===== src/rtl/ipx_pkg.sv =====
package ipx_pkg;

    typedef enum logic [1:0] {
        PS_IDLE,
        PS_V4,
        PS_V6,
        PS_EXT
    } pstate_e;

    typedef enum logic [1:0] {
        NA_EXT,
        NA_ROUTE,
        NA_STOP,
        NA_FINAL
    } nh_act_e;

    localparam logic [7:0]  PROTO_NONE = 8'hFF;
    localparam logic [7:0]  NH_HOP     = 8'd0;
    localparam logic [7:0]  NH_ROUTE   = 8'd43;
    localparam logic [7:0]  NH_FRAG    = 8'd44;
    localparam logic [7:0]  NH_DEST    = 8'd60;
    localparam logic [15:0] ET_IPV4    = 16'h0800;
    localparam logic [15:0] ET_IPV6    = 16'h86DD;

    localparam int V4_FRAG_HI_IDX = 6;
    localparam int V4_FRAG_LO_IDX = 7;
    localparam int V4_PROTO_IDX   = 9;
    localparam int V6_NH_IDX      = 6;
    localparam int V6_LAST_IDX    = 39;

endpackage


===== src/rtl/ipx_nh_classify.sv =====
module ipx_nh_classify
    import ipx_pkg::*;
(
    input  logic [7:0] nh_i,
    input  logic       prev_route_i,
    output nh_act_e    act_o
);

    always_comb begin
        unique case (nh_i)
            NH_HOP, NH_DEST: act_o = NA_EXT;
            NH_ROUTE:        act_o = prev_route_i ? NA_STOP : NA_ROUTE;
            NH_FRAG:         act_o = NA_STOP;
            default:         act_o = NA_FINAL;
        endcase
    end

endmodule


===== src/rtl/ipx_byte_idx.sv =====
module ipx_byte_idx #(
    parameter int CNT_W = 12
) (
    input  logic             clk,
    input  logic             rst_n,
    input  logic             first_i,
    input  logic             adv_i,
    input  logic             wrap_i,
    output logic [CNT_W-1:0] idx_o
);

    logic [CNT_W-1:0] cnt_d, cnt_q;

    always_comb begin
        cnt_d = cnt_q;
        if (wrap_i) begin
            cnt_d = '0;
        end else if (first_i) begin
            cnt_d = adv_i ? CNT_W'(1) : '0;
        end else if (adv_i) begin
            cnt_d = cnt_q + CNT_W'(1);
        end
    end

    always_ff @(posedge clk or negedge rst_n) begin
        if (!rst_n) cnt_q <= '0;
        else        cnt_q <= cnt_d;
    end

    assign idx_o = first_i ? '0 : cnt_q;

    // an extension header never runs the index past its range
    a_r5_idx_no_overflow: assert property (@(posedge clk) disable iff (!rst_n)
        (adv_i && !wrap_i && !first_i) |-> (cnt_q != '1));

endmodule


===== src/rtl/ip_l4_proto_extract.sv =====
module ip_l4_proto_extract
    import ipx_pkg::*;
#(
    parameter int CNT_W = 12
) (
    input  logic        clk,
    input  logic        rst_n,
    input  logic        l3_start,
    input  logic [15:0] ethertype,
    input  logic        byte_valid,
    input  logic [7:0]  byte_data,
    input  logic        frame_end,
    output logic        ip_seen,
    output logic        ip6,
    output logic [7:0]  proto,
    output logic        done
);

    localparam logic [CNT_W-1:0] LIM_IDLE = '1;

    typedef struct packed {
        pstate_e          st;
        logic [CNT_W-1:0] lim;
        logic [7:0]       nh;
        logic             route;
        logic             ipseen;
        logic             v6;
        logic [7:0]       proto;
        logic             done;
    } walk_t;

    walk_t   w_d, w_q;
    pstate_e start_st, cur_st;
    nh_act_e act;
    logic [CNT_W-1:0] idx;
    logic    is4, is6, take, at_end, wrap, conclude;
    logic [7:0] c_proto;

    assign is4      = (ethertype == ET_IPV4);
    assign is6      = (ethertype == ET_IPV6);
    assign start_st = is4 ? PS_V4 : (is6 ? PS_V6 : PS_IDLE);
    assign cur_st   = l3_start ? start_st : w_q.st;
    assign take     = byte_valid && (cur_st != PS_IDLE);
    assign at_end   = take && (((cur_st == PS_V6) && (idx == CNT_W'(V6_LAST_IDX))) ||
                               ((cur_st == PS_EXT) && (idx == w_q.lim)));
    assign wrap     = at_end && ((act == NA_EXT) || (act == NA_ROUTE));

    ipx_nh_classify u_cls (
        .nh_i         (w_q.nh),
        .prev_route_i ((cur_st == PS_EXT) && w_q.route),
        .act_o        (act)
    );

    ipx_byte_idx #(.CNT_W(CNT_W)) u_idx (
        .clk     (clk),
        .rst_n   (rst_n),
        .first_i (l3_start),
        .adv_i   (take),
        .wrap_i  (wrap),
        .idx_o   (idx)
    );

    always_comb begin
        w_d      = w_q;
        w_d.done = 1'b0;
        conclude = 1'b0;
        c_proto  = PROTO_NONE;

        if (l3_start) begin
            w_d.ipseen = is4 || is6;
            w_d.v6     = is6;
            w_d.proto  = PROTO_NONE;
            w_d.st     = start_st;
            w_d.lim    = LIM_IDLE;
            w_d.route  = 1'b0;
            if (!(is4 || is6)) conclude = 1'b1;
        end

        if (take) begin
            unique case (cur_st)
                PS_V4: begin
                    if (idx == CNT_W'(V4_FRAG_HI_IDX))
                        w_d.nh = {7'd0, byte_data[5] | (|byte_data[4:0])};
                    if ((idx == CNT_W'(V4_FRAG_LO_IDX)) && (w_q.nh[0] || (|byte_data)))
                        conclude = 1'b1;
                    if (idx == CNT_W'(V4_PROTO_IDX)) begin
                        conclude = 1'b1;
                        c_proto  = byte_data;
                    end
                end
                PS_V6: begin
                    if (idx == CNT_W'(V6_NH_IDX)) w_d.nh = byte_data;
                end
                PS_EXT: begin
                    if (idx == '0)          w_d.nh  = byte_data;
                    if (idx == CNT_W'(1))   w_d.lim = CNT_W'({byte_data, 3'b111});
                end
                default: ;
            endcase

            if (at_end) begin
                unique case (act)
                    NA_EXT, NA_ROUTE: begin
                        w_d.st    = PS_EXT;
                        w_d.route = (act == NA_ROUTE);
                        w_d.lim   = LIM_IDLE;
                    end
                    NA_STOP:  conclude = 1'b1;
                    NA_FINAL: begin
                        conclude = 1'b1;
                        c_proto  = w_q.nh;
                    end
                    default: ;
                endcase
            end
        end

        if (conclude) begin
            w_d.st    = PS_IDLE;
            w_d.done  = 1'b1;
            w_d.proto = c_proto;
        end else if (frame_end && (cur_st != PS_IDLE)) begin
            w_d.st   = PS_IDLE;
            w_d.done = 1'b1;
        end
    end

    always_ff @(posedge clk or negedge rst_n) begin
        if (!rst_n) begin
            w_q <= '{st: PS_IDLE, lim: LIM_IDLE, nh: 8'd0, route: 1'b0,
                     ipseen: 1'b0, v6: 1'b0, proto: PROTO_NONE, done: 1'b0};
        end else begin
            w_q <= w_d;
        end
    end

    assign ip_seen = w_q.ipseen;
    assign ip6     = w_q.v6;
    assign proto   = w_q.proto;
    assign done    = w_q.done;

    // a non-IP frame never reports a protocol
    a_r1_nonip_none: assert property (@(posedge clk) disable iff (!rst_n)
        (done && !ip_seen) |-> (proto == PROTO_NONE));

    // the IPv6 flag implies the IP flag
    a_r1_v6_is_ip: assert property (@(posedge clk) disable iff (!rst_n)
        ip6 |-> ip_seen);

    // once idle, stream activity yields no pulse and no change
    a_r9_quiet_idle: assert property (@(posedge clk) disable iff (!rst_n)
        ((w_q.st == PS_IDLE) && !l3_start) |=> (!done && $stable(proto)));

    // a pulse only follows an active walk or a start strobe
    a_r9_done_source: assert property (@(posedge clk) disable iff (!rst_n)
        done |-> $past(l3_start || (w_q.st != PS_IDLE)));

endmodule


===== config.mk =====
export PLATFORM = sky130hd
export DESIGN_NAME = ip_l4_proto_extract
export DESIGN_NICKNAME = d
export VERILOG_FILES = /design/src/rtl/ipx_pkg.sv /design/src/rtl/ipx_nh_classify.sv /design/src/rtl/ipx_byte_idx.sv /design/src/rtl/ip_l4_proto_extract.sv
export SDC_FILE = /design/constraint.sdc
export NUM_CORES = 1
export LEC_CHECK = 0
export ABC_AREA = 1
export CAP_MARGIN = 20
export CORE_ASPECT_RATIO = 1.4
export CORE_MARGIN = 4
export CORE_UTILIZATION = 44
export DETAILED_ROUTE_END_ITERATION = 16
export PLACE_DENSITY_LB_ADDON = 0.15
export SLEW_MARGIN = 20
export SYNTH_ARGS = -nofsm -noshare
export SYNTH_HDL_FRONTEND = slang
export SYNTH_SLANG_ARGS = --single-unit

===== constraint.sdc =====
create_clock -name clk -period 2.15 [get_ports clk]
set_input_delay 0.43 -clock clk [delete_from_list [all_inputs] [get_ports clk]]
set_output_delay 0.43 -clock clk [all_outputs]
set_load 0.02 [all_outputs]

; ---- Word level (Yosys, flattened, before mapping)
; Index checks and enable logic that the tools add are counted.
; W data, S select, Z words.
[totals]
elab_cells = 97
output_inout_bits = 11
input_bits = 29
regBits = 46
[classes]
n_mux = 41
n_eq_ne = 20
n_reduce_logical = 25
bitwise_logic = 1
add_sub_neg = 1
[ops]
columns = cell, count
row1 = $mux W12, 6
row2 = $mux W8, 9
row3 = $mux W14, 3
row4 = $eq A12 B3 Y1 const B, 2
row5 = $eq A8 B6 Y1 const B, 3
row6 = $pmux W8 S3, 1
row7 = $mux W23, 1
row8 = $eq A16 B12 Y1 const B, 1
row9 = $eq A16 B16 Y1 const B, 1
row10 = $mux W1, 13
row11 = $add A12 B1 Y12 const B, 1
row12 = $eq A12 B1 Y1 const B, 1
row13 = $eq A12 B12 Y1, 1
row14 = $eq A12 B4 Y1 const B, 1
row15 = $eq A12 B6 Y1 const B, 1
row16 = $logic_not A12 Y1, 1
row17 = $mux W2, 6
row18 = $mux W11, 1
row19 = $eq A2 B2 Y1 const B, 4
row20 = $logic_and A1 B1 Y1, 8
row21 = $logic_not A8 Y1, 1
row22 = $reduce_or A8 Y1, 1
row23 = $pmux W2 S3, 1
row24 = $reduce_bool A3 Y1, 2
row25 = 10 further kinds, 18

; ---- Depth between registers and ports, before layout
[logic_depth]
depth_word = 15
mapped_depth = 18
mapped_depth_nobuf = 16

; ---- Cells and area by module
; From an unflattened synthesis, not the netlist that was laid out.
[unflattened]
cells_unflattened = 482
area_unflattened_um2 = 3220.6
[modules_own_cells]
columns = mod, cells_each, instances, seq_area_each_um2, area_per_inst_um2
row1 = ip_l4_proto_extract, 334, 1, 875.8, 2338.5
row2 = ipx_byte_idx, 114, 1, 300.3, 747.0
row3 = ipx_nh_classify, 34, 1, 0.0, 135.1

; ---- Least setup slack after synthesis
; OpenSTA, ideal clock, no wires.
[synth_path]
kind = input port to flip-flop
start = input ethertype[13]
end = register w_q[14] (netlist bit)
arrival_ns = 1.772
required_time_ns = 2.032
slack_ns = 0.261
setup_ns = 0.118
path_buffers = 1
stages = 15
path_cell_list = nor2_1 nand2_1 nor2_1 nand2_1 nand2_1 nand2_2 nand2_2 nand2_2 inv_4 nand2_1 nor2_1 nand2_2 buf_6 nand2_1 o21ai_2
[synth_via]
elab_chain_len = 7
[synth_lines]
columns = element, line_no
row1 = start: declaration, ip_l4_proto_extract.sv:9  ; input logic [15:0] ethertype,
row2 = $eq A16 B16 Y1, ip_l4_proto_extract.sv:40  ; assign is6 = (ethertype == ET_IPV6);
row3 = $mux W2, ip_l4_proto_extract.sv:41  ; assign start_st = is4 ? PS_V4 : (is6 ? PS_V6 : PS_IDLE);
row4 = $mux W2 *, ip_l4_proto_extract.sv:41
row5 = $mux W2 *, ip_l4_proto_extract.sv:42  ; assign cur_st = l3_start ? start_st : w_q.st;
row6 = "$eq A2 B1 Y1, or another cell as far along", ip_l4_proto_extract.sv:80  ; unique case (cur_st)
row7 = "$ne A2 B2 Y1 (no line), or another cell as far along", --
row8 = $reduce_and A5 Y1 (no line), --
row9 = end signal: assignment, ip_l4_proto_extract.sv:130  ; w_q <= '{st: PS_IDLE, lim: LIM_IDLE, nh: 8'd0, route: 1'b0,
row10 = end signal: assignment, ip_l4_proto_extract.sv:133  ; w_q <= w_d;
row11 = end: declaration, ip_l4_proto_extract.sv:32  ; walk_t w_d, w_q;
; Mark *: on every way between the ends. The rest lies on a longest branch, timed or not.
; A chain may end at the register's enable or synchronous reset.

; ---- Final worst setup path
[layout_path]
start = register u_idx.cnt_q[11]
end = register u_idx.cnt_q[9]
[layout_via]
elab_chain_len = 7
[layout_lines]
columns = element, line_no
row1 = start: declaration, ipx_byte_idx.sv:12  ; logic [CNT_W-1:0] cnt_d, cnt_q;
row2 = start signal: assignment, ipx_byte_idx.sv:27  ; else cnt_q <= cnt_d;
row3 = $mux W12 *, ipx_byte_idx.sv:30  ; assign idx_o = first_i ? '0 : cnt_q;
row4 = $eq A12 B6 Y1 / $eq A12 B12 Y1 (equally long branches), "ip_l4_proto_extract.sv:44, ip_l4_proto_extract.sv:45"
row5 = $logic_and A1 B1 Y1 (on tied branches), "ip_l4_proto_extract.sv:44, ip_l4_proto_extract.sv:45"
row6 = $logic_or A1 B1 Y1 *, ip_l4_proto_extract.sv:44  ; assign at_end = take && (((cur_st == PS_V6) && (idx == CNT_W'(V6_LAST_IDX))) ||
row7 = $logic_and A1 B1 Y1 *, ip_l4_proto_extract.sv:44
row8 = $logic_and A1 B1 Y1 *, ip_l4_proto_extract.sv:46  ; assign wrap = at_end && ((act == NA_EXT) || (act == NA_ROUTE));
row9 = $reduce_bool A3 Y1 (no line) / $mux W12 (equally long branches), --
; Marked as above.

==> run summary <==
The flow ran to the end, and the final reports show no timing, DRC or antenna violations. The overall overflow remaining after global route is 0. The synthesized netlist cell count is 490. The number of enable flip-flop cells after synthesis came out at 0.

The maximum level of the CTS H-tree is 2. The synthesized netlist occupies a cell area of around 3300 um^2. The layout overhead on the synthesized area is 38.5%. The endpoint of the most critical register-to-register path is u_idx.cnt_q[9]. The number of global-route vias before repair is around 3,400.

At the pin with the least slew margin, the transition time is 0.428 ns. For this design the static power due to leakage is approximately 0.0024 uW. The number of warnings issued by yosys is 0. Once the floorplan was initialized, standard cells occupied a little under half of the core. In this run the critical register-to-register path is launched from u_idx.cnt_q[11]. The post-route core utilization came out at between 60 and 70%. At the worst endpoint, the required time is 2.34 ns. IR analysis of the VDD net gives a maximum drop of 375 uV.

The longest clock path from root to sink contains 2 buffers. Input and output buffers added on the ports amount to 39. The part of the total power dissipated in combinational logic came out at 30.6%. The post-route DRC violation count is 0.

The sequential power share came out at 43.2%. The worst path arrival time came out at 2.15 ns. The horizontal die dimension is between 80 and 90 um.

In the final routed layout, each cell accounts on average for about 14 um. The layout net count is ~630. The I/O pin count came out at 40. The later pin in the worst-skew pair is clocked with a latency of 0.31 ns. The clock input transition at the sequential cells of the worst setup and hold paths is about 0.1 ns. The proportion of total power due to net switching came out at roughly a third.

Counting distinct cell types in the post-synthesis netlist gives 37. The number of pins exceeding their max-slew limit in the final report is 0. The global router's overall resource usage is roughly 22%.

The half-perimeter wire length of the detailed placement result came out at ~7200 um. In the synthesized netlist the async set-or-reset flop fraction comes to 100%. The total via count after detailed routing came out at approximately 3,600. The power density of the placed cells came out at around 480 nW/um^2. Setup repair after global routing left no endpoint under its margin. The worst setup path is captured at a flop. The highest fanout seen on the critical path came out at 4. The tree is rooted in a clkbuf_8. The routed via count divided by cell count came out at 5.12.

The antenna cell count came out at 0. The count of routing violations after the opening detailed-route iteration came out at 177. The total iterations of the first detailed-routing run is 4. The share of the yosys chip area belonging to registers came out at 35.4%. The sum of negative setup slack is 0 ns. The detail route stage leaves a number of antenna-violating nets equal to 0. The remaining max-slew budget at the tightest pin came out at 71.2%. For the final database, setup skew stands at approximately 0.012 ns. TritonCTS built the clock tree. The power share of the clock group came out at between 20% and 30%.

Setup violations remaining at the end of the flow were counted as 0. The global-route wire length before repair came out at 15,400 um. The worst setup path is launched from a flop. The standard cell core area is ~7400 um^2.

The synthesized design contains 46 register bits. Max-cap violations in this run came to 0. The cell-internal power is between 1000 and 1500 uW. The number of endpoints with negative hold slack in the final report came out at 0. The maximum number of pins on one net before global-route repair is 47. The layout filler cell count is 666. The number of antenna violations at the first check in global routing came out at 0. The reg2reg setup slack is roughly 0.20 ns. The switching power came out at roughly 760 uW. The net count after synthesis is 520. In this run the worst hold path is classified as in2async. Among all flip-flop cells after synthesis, the most frequent one is dfrtp_1. The timing-limited maximum frequency came out at 513 MHz. The y dimension of the die is approximately 110 um. The mean post-synth cell area is between 6 and 7 um^2. The die covers about 9000 um^2. The weighted congestion reported at the end of routability-driven placement came out at around 0.9. The final critical path time including I/O delays and setup came out at roughly 2.0 ns. The ratio of cells with drive above 1 in the final layout came out at between 20% and 30%. For the worst flop-to-flop path, the logic depth is 11. The total chip power came out at about 2200 uW. The number of sinks driven by the clock tree came out at 46. The share of the clock period used by the worst path is 90.7%.

The critical path is of the reg2reg type. The floorplan has 37 rows. The number of buffers inserted during clock tree synthesis came out at 5. The final routed wirelength across all metal layers is approximately 10000 um.
logic make-up after synthesis:
group                    Yosys count  share of synthesized area (%)
flip-flops                        46                           35.4
AO/OA/AOI/OAI                     47                           8.80
XOR/XNOR                           7                           1.84
adder cells (fa/ha/maj)            1                          0.376
AND/OR/NAND/NOR                  317                           43.1
buffers and inverters             72                           10.5
cell usage after synthesis, types with 2 or more instances:
cell type | count | area [um^2]
nand2_1 | 146 | 548
nand3_1 | 70 | 350
nor2_1 | 57 | 214
inv_1 | 48 | 180
dfrtp_1 | 26 | 651
dfstp_2 | 20 | 526
o21ai_0 | 16 | 80.1
nand2_2 | 14 | 87.6
nand4_1 | 12 | 75.1
buf_4 | 10 | 75.1
o21ai_2 | 8 | 70.1
a21oi_1 | 7 | 35.0
o21ai_1 | 7 | 35.0
nor2_2 | 6 | 37.5
inv_2 | 5 | 18.8
xor2_1 | 5 | 43.8
nor3_1 | 4 | 20.0
o22ai_1 | 4 | 25.0
buf_6 | 3 | 33.8
nor2_4 | 3 | 33.8
o211ai_1 | 2 | 15.0
xnor2_1 | 2 | 17.5
worst max path at each step:
stage,from,to,slack [ns],cells after the start
after floorplan,ethertype[13],w_q[14],0.26,15
after global placement,l3_start,w_q[29],-0.47,15
after detailed placement,l3_start,w_q[29],-0.48,15
after CTS,ethertype[10],u_idx.cnt_q[6],-0.01,16
after global routing,byte_data[3],w_q[32],0.02,12
final,u_idx.cnt_q[11],u_idx.cnt_q[9],0.20,11
per-layer routing:
layer	global-route usage, %	up-vias	wire [um]	part of all wire [%]
li1	-	1786	-	-
met1	24.3	1655	3950	40
met2	40.0	84	5360	54
met3	2.85	25	282	2.9
met4	7.89	0	280	2.8
met5	0	-	0	0
per-stage QoR:
| step | instance area, um^2 | hold slack, ns | worst slack (ns) | std cells |
|---|---|---|---|---|
| global placement | 4180 | 0.429 | -0.465 | 668 |
| floorplan | 3330 | 0.134 | 0.261 | 490 |
| finish | 4610 | 0.0806 | 0.199 | 693 |
| detailed placement | 4180 | 0.434 | -0.483 | 668 |
| CTS | 4380 | 0.0871 | -0.0111 | 684 |
| global route | 4610 | 0.0804 | 0.0191 | 693 |
registers in the layout, indices dropped and copies added (netlist names):
signal	count
done	1
w_q	23
proto	8
ip6	1
u_idx.cnt_q	12
ip_seen	1
layout make-up:
class	instances	area, um^2	share of cell area, %
inverter	55	216	4.70
multi-input combinational	373	1900	41.1
sequential	46	1180	25.5
clock inverter	3	26.3	0.570
clock buffer	5	68.8	1.49
timing repair buffer	114	1100	23.9
tap	97	121	2.63
power by group through the flow:
| stage | registers, uW | logic [uW] | clock network (uW) |
|---|---|---|---|
| after global placement | 970 | 590 | 0 |
| after floorplan | 961 | 348 | 0 |
| after CTS | 956 | 620 | 601 |
| after global routing | 963 | 738 | 639 |
| after detailed placement | 971 | 597 | 0 |
| final | 958 | 678 | 581 |
placed cells by master (no fill, tap or decap), types with 6 or more instances in the layout:
master	netlist	layout
dlymetal6s2s_1	0	16
nand3_1	70	67
nand2_1	146	143
o21ai_1	7	9
buf_6	3	10
nand2_4	1	8
buf_4	10	58
inv_1	48	47
dfrtp_1	26	26
a21oi_1	7	7
nand2_2	14	10
o21ai_0	16	14
nor2_4	3	6
clkdlybuf4s50_1	0	21
nand4_1	12	12
dfstp_2	20	20
nor2_1	57	56
o21ai_2	8	8
what timing repair did:
item | CTS | global route
gates resized for setup | 15 | 41
hold buffers | 0 | 0
setup endpoints to repair | 42 | 44
gates cloned | 0 | 2
pin swaps | 2 | 28
buffers inserted | 8 | 7
worst max-delay path: stages, from the launching register on:
cell     delay [ns]
dfrtp_1        0.43
nand2_1        0.13
nand2_1        0.10
nor2_4         0.16
inv_2          0.05
nor2_1         0.08
nand2_1        0.09
a21oi_4        0.21
buf_6          0.15
nand4_2        0.12
inv_1          0.22
o22ai_1        0.10
Power figures use the tool's default switching activity.
